<file path="src/rtl/tx_pkg.sv">
package tx_pkg;
  typedef enum logic [1:0] {
    PAR_NONE  = 2'd0,
    PAR_ODD   = 2'd1,
    PAR_EVEN  = 2'd2,
    PAR_NONE3 = 2'd3
  } par_e;

  typedef enum logic [1:0] {
    RATE_X1   = 2'd0,
    RATE_X16  = 2'd1,
    RATE_X64  = 2'd2,
    RATE_X64B = 2'd3
  } rate_e;

  localparam int unsigned MIN_LEN_OFS = 3;  // shortest length is DATA_W - 3
endpackage

</file>
<file path="src/rtl/tx_bit_timer.sv">
module tx_bit_timer #(
  parameter int unsigned DIV_MID = 16,
  parameter int unsigned DIV_HI  = 64
) (
  input  logic       clk_i,
  input  logic       rst_ni,
  input  logic       run_i,
  input  logic       bit_en_i,
  input  logic [1:0] rate_i,
  output logic       tick_o
);
  localparam int unsigned CNT_W = $clog2(DIV_HI);

  logic [CNT_W-1:0] cnt_q;
  logic [CNT_W-1:0] lim;

  always_comb begin
    unique case (rate_i)
      tx_pkg::RATE_X1:  lim = '0;
      tx_pkg::RATE_X16: lim = CNT_W'(DIV_MID - 1);
      default:          lim = CNT_W'(DIV_HI - 1);
    endcase
  end

  assign tick_o = run_i && bit_en_i && (cnt_q == lim);

  always_ff @(posedge clk_i or negedge rst_ni) begin
    if (!rst_ni)       cnt_q <= '0;
    else if (!run_i)   cnt_q <= '0;
    else if (tick_o)   cnt_q <= '0;
    else if (bit_en_i) cnt_q <= cnt_q + 1'b1;
  end

  AST_TIMER_IDLE_ZERO: assert property (@(posedge clk_i) disable iff (!rst_ni)
    !run_i |=> (cnt_q == '0));
  AST_TICK_NEEDS_EN: assert property (@(posedge clk_i) disable iff (!rst_ni)
    !bit_en_i |-> !tick_o);
endmodule

</file>
<file path="src/rtl/tx_hold.sv">
module tx_hold #(
  parameter int unsigned DATA_W = 8
) (
  input  logic              clk_i,
  input  logic              rst_ni,
  input  logic              wr_i,
  input  logic [DATA_W-1:0] data_i,
  input  logic              take_i,
  output logic              full_o,
  output logic [DATA_W-1:0] data_o,
  output logic              overrun_o
);
  logic              full_q;
  logic              ovr_q;
  logic [DATA_W-1:0] data_q;

  always_ff @(posedge clk_i or negedge rst_ni) begin
    if (!rst_ni) begin
      full_q <= 1'b0;
      ovr_q  <= 1'b0;
      data_q <= '0;
    end else begin
      if (wr_i && !full_q) begin
        full_q <= 1'b1;
        data_q <= data_i;
      end else if (take_i) begin
        full_q <= 1'b0;
      end
      if (wr_i && full_q) ovr_q <= 1'b1;
    end
  end

  assign full_o    = full_q;
  assign data_o    = data_q;
  assign overrun_o = ovr_q;

  AST_TAKE_EMPTIES: assert property (@(posedge clk_i) disable iff (!rst_ni)
    take_i |=> !full_o);
  AST_OVR_STICKY: assert property (@(posedge clk_i) disable iff (!rst_ni)
    overrun_o |=> overrun_o);
  AST_FULL_WRITE_DROPPED: assert property (@(posedge clk_i) disable iff (!rst_ni)
    (wr_i && full_o) |=> ($stable(data_o) && overrun_o));
endmodule

</file>
<file path="src/rtl/tx_shifter.sv">
module tx_shifter #(
  parameter int unsigned DATA_W  = 8,
  parameter int unsigned FRAME_W = DATA_W + 4
) (
  input  logic              clk_i,
  input  logic              rst_ni,
  input  logic              load_i,
  input  logic [DATA_W-1:0] data_i,
  input  logic [1:0]        len_i,
  input  logic [1:0]        par_i,
  input  logic              two_stop_i,
  input  logic              tick_i,
  output logic              busy_o,
  output logic              last_o,
  output logic              txd_o
);
  localparam int unsigned CNT_W = $clog2(FRAME_W + 1);

  logic [FRAME_W-1:0] sh_q;
  logic [FRAME_W-1:0] frame;
  logic [CNT_W-1:0]   left_q;
  logic [CNT_W-1:0]   nbits;
  logic               busy_q;
  logic               has_par;
  logic               ones;
  int unsigned        len;

  // wire order: frame[0] first
  always_comb begin
    len     = DATA_W - tx_pkg::MIN_LEN_OFS + 32'(len_i);
    has_par = (par_i == tx_pkg::PAR_ODD) || (par_i == tx_pkg::PAR_EVEN);
    ones    = 1'b0;
    frame   = '1;
    frame[0] = 1'b0;
    for (int i = 0; i < DATA_W; i++) begin
      if (i < int'(len)) begin
        frame[i+1] = data_i[i];
        ones       = ones ^ data_i[i];
      end
    end
    if (has_par) frame[len+1] = (par_i == tx_pkg::PAR_ODD) ? ~ones : ones;
    nbits = CNT_W'(len + 2 + 32'(has_par) + 32'(two_stop_i));
  end

  assign last_o = busy_q && tick_i && (left_q == CNT_W'(1));

  always_ff @(posedge clk_i or negedge rst_ni) begin
    if (!rst_ni) begin
      sh_q   <= '1;
      left_q <= '0;
      busy_q <= 1'b0;
    end else if (load_i) begin
      sh_q   <= frame;
      left_q <= nbits;
      busy_q <= 1'b1;
    end else if (busy_q && tick_i) begin
      sh_q   <= {1'b1, sh_q[FRAME_W-1:1]};
      left_q <= left_q - 1'b1;
      if (left_q == CNT_W'(1)) busy_q <= 1'b0;
    end
  end

  assign busy_o = busy_q;
  assign txd_o  = busy_q ? sh_q[0] : 1'b1;

  AST_START_LOW: assert property (@(posedge clk_i) disable iff (!rst_ni)
    load_i |=> !txd_o);
  AST_LAST_IS_STOP: assert property (@(posedge clk_i) disable iff (!rst_ni)
    (busy_q && left_q == CNT_W'(1)) |-> txd_o);
  AST_LOAD_WHEN_FREE: assert property (@(posedge clk_i) disable iff (!rst_ni)
    load_i |-> (!busy_q || last_o));
endmodule

</file>
<file path="src/rtl/async_tx_core.sv">
module async_tx_core #(
  parameter int unsigned DATA_W  = 8,
  parameter int unsigned DIV_MID = 16,
  parameter int unsigned DIV_HI  = 64
) (
  input  logic              clk_i,
  input  logic              rst_ni,
  input  logic              bit_en_i,
  input  logic [1:0]        rate_i,
  input  logic [1:0]        char_len_i,
  input  logic [1:0]        par_mode_i,
  input  logic              two_stop_i,
  input  logic              tx_en_i,
  input  logic              wr_i,
  input  logic [DATA_W-1:0] wr_data_i,
  output logic              txd_o,
  output logic              tx_rdy_o,
  output logic              tx_empty_o,
  output logic              overrun_o
);
  localparam int unsigned FRAME_W = DATA_W + 4;

  logic              hold_full;
  logic [DATA_W-1:0] hold_data;
  logic              busy;
  logic              last;
  logic              tick;
  logic              load;

  assign load = hold_full && tx_en_i && (!busy || last);

  tx_hold #(.DATA_W(DATA_W)) u_hold (
    .clk_i     (clk_i),
    .rst_ni    (rst_ni),
    .wr_i      (wr_i),
    .data_i    (wr_data_i),
    .take_i    (load),
    .full_o    (hold_full),
    .data_o    (hold_data),
    .overrun_o (overrun_o)
  );

  tx_bit_timer #(.DIV_MID(DIV_MID), .DIV_HI(DIV_HI)) u_timer (
    .clk_i    (clk_i),
    .rst_ni   (rst_ni),
    .run_i    (busy),
    .bit_en_i (bit_en_i),
    .rate_i   (rate_i),
    .tick_o   (tick)
  );

  tx_shifter #(.DATA_W(DATA_W), .FRAME_W(FRAME_W)) u_shift (
    .clk_i      (clk_i),
    .rst_ni     (rst_ni),
    .load_i     (load),
    .data_i     (hold_data),
    .len_i      (char_len_i),
    .par_i      (par_mode_i),
    .two_stop_i (two_stop_i),
    .tick_i     (tick),
    .busy_o     (busy),
    .last_o     (last),
    .txd_o      (txd_o)
  );

  assign tx_rdy_o   = !hold_full;
  assign tx_empty_o = !busy;

  AST_RDY_FALLS: assert property (@(posedge clk_i) disable iff (!rst_ni)
    (wr_i && tx_rdy_o) |=> !tx_rdy_o);
  AST_NO_START_DISABLED: assert property (@(posedge clk_i) disable iff (!rst_ni)
    (!tx_en_i && tx_empty_o) |=> tx_empty_o);
  AST_NO_GAP: assert property (@(posedge clk_i) disable iff (!rst_ni)
    (last && !tx_rdy_o && tx_en_i) |=> !tx_empty_o);
  AST_IDLE_MARK: assert property (@(posedge clk_i) disable iff (!rst_ni)
    tx_empty_o |-> txd_o);
endmodule

</file>
<file path="config.mk">
export PLATFORM = sky130hd
export DESIGN_NAME = async_tx_core
export DESIGN_NICKNAME = d
export VERILOG_FILES = /design/src/rtl/tx_pkg.sv /design/src/rtl/tx_bit_timer.sv /design/src/rtl/tx_hold.sv /design/src/rtl/tx_shifter.sv /design/src/rtl/async_tx_core.sv
export SDC_FILE = /design/constraint.sdc
export NUM_CORES = 1
export LEC_CHECK = 0
export CORE_MARGIN = 3
export CORE_UTILIZATION = 40
export DETAILED_ROUTE_END_ITERATION = 8
export SKIP_LAST_GASP = 1
export SLEW_MARGIN = 20
export SYNTH_ARGS = -nofsm -noshare
export SYNTH_HDL_FRONTEND = slang
export SYNTH_HIERARCHICAL = 1
export SYNTH_SLANG_ARGS = --single-unit
export TNS_END_PERCENT = 10
</file>
<file path="constraint.sdc">
create_clock -name clk_i -period 3.3 [get_ports clk_i]
set_clock_uncertainty 0.2 [all_clocks]
set_input_delay 0.66 -clock clk_i [delete_from_list [all_inputs] [get_ports clk_i]]
set_output_delay 0.66 -clock clk_i [all_outputs]
set_load 0.03 [all_outputs]
</file>
**Yosys cells after proc, flatten, opt, wreduce, memory -nomap -nowiden**

Cells that the tools add are included.

- Flip-flop bits (word level): 33
- Output and inout port bits: 4
- Input port bits: 20
- Word-level logic and storage cells: 91

- Bitwise operators: 8
- Equality and inequality tests: 6
- $lt $le $gt $ge: 10
- Reduce and logical (&&, ||, !) cells: 18
- Mux-type cells: 35
- Add/sub/neg operators: 7

Operators with widths:

| operator | count |
|---|---|
| < comparator 4 x 32 -> 1 bit (first input constant) | 4 |
| < comparator 3 x 32 -> 1 bit (first input constant) | 2 |
| two-way mux 12 bit | 3 |
| adder 32 x 1 -> 32 bit (second input constant) | 1 |
| greater-or-equal comparator 32 x 1 -> 1 bit (second input constant) | 1 |
| < comparator 1 x 32 -> 1 bit (first input constant) | 1 |
| < comparator 2 x 32 -> 1 bit (first input constant) | 1 |
| < comparator 32 x 5 -> 1 bit (second input constant) | 1 |
| two-way mux 1 bit | 24 |
| two-way mux 6 bit | 3 |
| bitwise mux 12 bit | 1 |
| case mux 6 bit (2 select lines) | 1 |
| logical AND 1 bit | 9 |
| adder 4 x 1 -> 4 bit | 2 |
| two-way mux 4 bit | 2 |
| XOR 1 bit | 7 |
| adder 6 x 1 -> 6 bit (second input constant) | 1 |
| equality test 6 bit | 1 |
| nonzero test 2 bit | 3 |
| adder 3 x 2 -> 4 bit (first input constant) | 1 |
| adder 4 x 2 -> 4 bit (second input constant) | 1 |
| demux 1 bit (select 4 bit) | 1 |
| equality test 2 x 1 -> 1 bit (second input constant) | 2 |
| equality test 4 x 1 -> 1 bit (second input constant) | 1 |
| other kinds (8) | 10 |

**Depth between registers and ports, before layout**

- Depth in word-level cells: 22
- Depth in mapped cells: 10
- Mapped depth without buffers: 9

**Hierarchy**

The synthesis kept the hierarchy.

Modules (own cells, without submodules):

| module | cells each | instances | area each (µm²) | seq. area each (µm²) |
|---|---|---|---|---|
| tx_shifter | 126 | 1 | 1,247.4 | 440.4 |
| tx_bit_timer | 48 | 1 | 454.2 | 150.1 |
| tx_hold | 23 | 1 | 407.9 | 250.2 |
| async_tx_core | 3 | 1 | 17.5 | 0.0 |

**Worst setup path after synthesis**

OpenSTA, ideal clock, no wires.

- Kind: input-to-reg
- Start point: input rate_i[0]
- End point: register u_shift.sh_q[7]
- Buffers on the path: 1
- Arrival time: 2.780 ns
- Slack: 0.221 ns
- Library setup time: 0.098 ns
- Stages on the path: 9
- Cells stage by stage: nor4_1 -> nor2_2 -> a211oi_1 -> nand2_2 -> nor4b_1 -> o211a_1 -> clkbuf_8 -> a211oi_1 -> a221oi_1

- Word-level cells in the longest chain between the ends: 9
- Elaborated cells on any way between the ends: 11
- Classes of those cells: eq/ne: 2; mux: 2; reduce/logical: 7

Ends and longest elaborated chain:

| element | RTL line | RTL |
|---|---|---|
| start: declaration | async_tx_core.sv:9 | `input logic [1:0] rate_i,` |
| equality test 2 x 1 -> 1 bit or zero test 2 bit (tied branches) | tx_bit_timer.sv:18 | `unique case (rate_i)` |
| case mux 6 bit (2 select lines) * | tx_bit_timer.sv:18 |  |
| equality test 6 bit * | tx_bit_timer.sv:25 | `assign tick_o = run_i && bit_en_i && (cnt_q == lim);` |
| logical AND 1 bit * | tx_bit_timer.sv:25 |  |
| via tick | async_tx_core.sv:27 | `logic tick;` |
| logical AND 1 bit * (2 in a row) | tx_shifter.sv:45 | `assign last_o = busy_q && tick_i && (left_q == CNT_W'(1));` |
| via last | async_tx_core.sv:26 | `logic last;` |
| logical OR 1 bit * | async_tx_core.sv:30 | `assign load = hold_full && tx_en_i && (!busy \|\| last);` |
| logical AND 1 bit * | async_tx_core.sv:30 |  |
| via load | async_tx_core.sv:28 | `logic load;` |
| two-way mux 12 bit or nonzero test 2 bit (tied branches) | n/a |  |
| end signal: assignment | tx_shifter.sv:53 | `sh_q <= frame;` |
| end signal: assignment | tx_shifter.sv:57 | `sh_q <= {1'b1, sh_q[FRAME_W-1:1]};` |
| end: declaration | tx_shifter.sv:19 | `logic [FRAME_W-1:0] sh_q;` |

Mark *: on every way through the listed nets, which the timed path passes. The rest lies on a longest branch.
A chain may end at the register's enable or synchronous reset.

**Worst setup path after layout**

- Start point: input rate_i[1]
- End point: register u_shift.sh_q[8]

The elaborated chain is that of the path after synthesis.

==> summary.md <==
| Metric | Value |
|---|---|
| Status | `finished clean` |
| Post-synth EDFFs | `0` |
| Post-DP HPWL | `around 3 mm` |
| Final hold violations | `0` |
| Max Clock Freq | `333 MHz` |
| Max-cap check violation count | `0` |
| Hold WC Path Type | `reg2reg` |
| Endpoints failing setup | `0` |
| Yosys top cell by area | `dfrtp_1` |
| Initial Utilization | `a little over two fifths` |
| Deepest clock path buffer count | `2` |
| First-pass DRT Iterations | `4` |
| Asr flop ratio synth | `100%` |
| Drt via density | `5.02` |
| Synth top area cells | `dfrtp_1, dfstp_2, ha_1` |
| Top-count cell post-synth | `dfrtp_1` |
| Leak Pwr | `1.21 nW` |
| Number of max-slew violations in the final report | `0` |
| Die ar. | `0.00623 mm²` |
| RR Startpoint | `u_timer/cnt_q[2]$_DFFE_PN0P_` |
| Post-synth top cells | `dfrtp_1, ha_1, inv_1, nand2_1, dfstp_2` |
| Setup crit end kind | `flip-flop` |
| Core Util, Final | `a little over half` |
| Final net count | `272` |
| Power, Total | `0.00219 W` |
| Register area share after synthesis | `39.5%` |
| Netlist Area Pre-Place | `0.00213 mm²` |
| Slew margin rel. | `55.8%` |
| Arr. time, crit path | `3000 ps` |
| Die height | `just under 80 µm` |
| Multiplexer share of the synthesized area | `between 10 and 15%` |
| HP Start | `u_hold/overrun_o$_DFFE_PN0P_` |
| WP buf/inv | `1` |
| RSZ-0062 raised after global routing | `no` |
| Worst-case reg-to-reg path depth | `8` |
| Syn Nets | `between 200 and 250` |
| P&R area growth vs syn | `23.9%` |
| Crit-path slowest cell | `clkdlybuf4s50_1` |
| Layout cell share with drive strength beyond 1 | `23.9%` |
| PortBufs | `23` |
| Post-synth top area share | `24.7%` |
| Via Count | `1531` |
| Worst Path Max Fanout | `6` |
| GRT Total Usage | `14.4%` |
| Final Cycle Share | `91.1%` |
| CTS root buf | `clkbuf_8` |
| Clock-pin slew on the worst setup and hold paths | `70 ps` |
| Power per standard cell area | `a little over 800 mW/mm²` |
| Clk_lat worst skew | `280 ps` |
| Largest net degree at the start of global routing | `34` |
| Cell family with most CP delay | `simple AND/OR/NAND/NOR gates` |
| Post-synthesis adder-cell area fraction | `a little under a tenth` |
| DR DRC count | `0` |
| Die width | `about 79 µm` |
| N_diodes | `0` |
| Peak supply drop | `0.000327 V` |
| Cells along the critical path | `clkdlybuf4s50_1 > nor3_1 > o21ai_4 > a211oi_1 > nand2_2 > nor4b_2 > o211a_1 > nor3b_2 > a221oi_1` |
| Slowest stage delay, CP | `490 ps` |
| Synth Register Bits | `33` |
| Final wirelength | `4.10 mm` |
| CTS Buf Count | `5` |
| Post-synth cell types | `52` |
| Synth Area in Compound Gates | `12.8%` |
| TritonCTS clock tree | `done` |
| Crit path kind | `in2reg` |
| First-pass GRT wire length | `~7.1 mm` |
| H-tree Lvls | `2` |
| Final ANT Viol Nets | `0` |
| Remaining global-route overflow | `0` |
| Crit path from | `rate_i[1]` |
| I/O Pins | `24` |
| Final setup TNS | `0 ps` |
| Synth Area in Simple Gates | `15.7%` |
| Placement row count | `25` |
| Slew @ Worst Pin | `~660 ps` |
| WL/cell | `13.4 µm` |
| Drt initial violations | `a little under 70` |
| Vias in the first global route | `1455` |
| CTS Sinks | `33` |
| Worst Path Required | `3300 ps` |
| Crit path time final | `3010 ps` |
| Placer Congestion | `between 0.7 and 0.8` |
| R2R Path End | `u_shift/sh_q[8]$_DFFE_PN1P_` |
| Hold path cells | `1` |
| Cells after Synth | `200` |
| Core box area | `0.00494 mm²` |
| Worst hold endpoint | `u_hold/overrun_o$_DFFE_PN0P_` |
| Synth Area in XOR/XNOR | `6.82%` |
| Initial antenna violation count | `0` |
| Ys flop type | `dfrtp_1` |
| Synth warn | `6` |
| R2r setup slk | `660 ps` |
| Largest family of logic cells by synthesized area | `simple AND/OR/NAND/NOR gates` |
| Critical path launch point type | `input pin` |
| Synthesized area per cell | `10.6 µm²` |
## how the worst max path moves through the flow
| stage | endpoint | slack [ps] | cells after the start |
|---|---|---|---|
| 5_1_grt | u_shift/sh_q[8]$_DFFE_PN1P_ | 40 | 9 |
| 3_5_place_dp | u_shift/sh_q[8]$_DFFE_PN1P_ | -110 | 9 |
| 2_1_floorplan | u_shift/sh_q[7]$_DFFE_PN1P_ | 220 | 9 |
| 3_3_place_gp | u_shift/sh_q[8]$_DFFE_PN1P_ | -10 | 9 |
| 4_1_cts | u_shift/sh_q[8]$_DFFE_PN1P_ | 180 | 9 |
| 6_report | u_shift/sh_q[8]$_DFFE_PN1P_ | 290 | 9 |
## cell type report
cell class | count | area (µm²)
clock buffers | 5 | 68.8
clock inverters | 3 | 65.1
fillers | 492 | 2310
inverters | 14 | 52.6
multi-input cells | 145 | 1180
flip-flops and latches | 33 | 841
well taps | 67 | 83.8
repair buffers | 38 | 343
## state kept, by name (all words and copies together), names as in the netlist
signal            cells
u_hold/overrun_o      1
u_shift/left_q        4
u_shift/sh_q         12
u_hold/full_o         1
u_timer/cnt_q         6
u_shift/busy_o        1
u_hold/data_o         8
## stage by stage
stage | setup slack (ps) | cell area [µm²] | hold slack [ps] | instances
after detailed placement | -107 | 2500 | 245 | 297
after global placement | -11.7 | 2500 | 242 | 297
after CTS | 176 | 2630 | 260 | 305
final | 293 | 2640 | 255 | 305
after floorplan | 221 | 2130 | 164 | 200
after global routing | 35.3 | 2640 | 285 | 305
## worst register-to-register path: stages (launching register included)
cell and delay, ps:
dfrtp_1 500, and3_1 250, nand3_2 130, a211oi_1 390, nand2_2 110, nor4b_2 300, o211a_1 270, nor3b_2 270
a221oi_1 140
## routing by layer
| metal | share of wire (%) | GRT usage, % | vias up |
|---|---|---|---|
| met2 | 47 | 22.2 | 28 |
| met4 | 1.1 | 4.64 | 0 |
| met1 | 48 | 19.8 | 723 |
| li1 | - | - | 774 |
| met3 | 3.9 | 3.51 | 6 |
| met5 | 0 | 0 | - |
## layout by cell type (no fill, tap or decap), types with 2 or more instances in the layout
master / count
nor3_1: 5
buf_4: 15
clkbuf_8: 5
o211a_1: 2
nor2_1: 7
clkdlybuf4s50_1: 23
nor2b_1: 6
a211oi_1: 5
bufinv_16: 2
and3_1: 4
o31ai_1: 2
nor4_1: 3
a21boi_1: 2
and2_1: 2
nand3_1: 4
a221oi_1: 2
inv_1: 14
xnor2_1: 9
a21oi_1: 9
ha_1: 14
o21ai_0: 7
mux2i_1: 11
mux2_4: 8
nand4_1: 3
dfrtp_1: 21
dfstp_2: 12
xor2_1: 3
nand2_1: 13
## kinds of logic (layout without fill, tap and decap cells)
logic type,Yosys count,after routing
adders and majority gates,15,15
buffers and inverters,22,60
AOI/OAI and AO/OA,38,38
muxes,19,19
and+or+nand+nor,59,59
DFF,33,33
xor gates and xnor gates,14,14
## where the power goes
group	internal [W]	switching, W
Clock	0.000300	0.000153
Combinational	0.000506	0.000424
Sequential	0.000631	0.000174
Total	0.00144	0.000752
## timing repair
item / CTS / global route
setup endpoints to repair: 0 / 10
setup buffers: 0 / 0
hold buffers: 0 / 0
gates resized for setup: 0 / 1
Note: power is estimated with default switching activity, not from simulation.
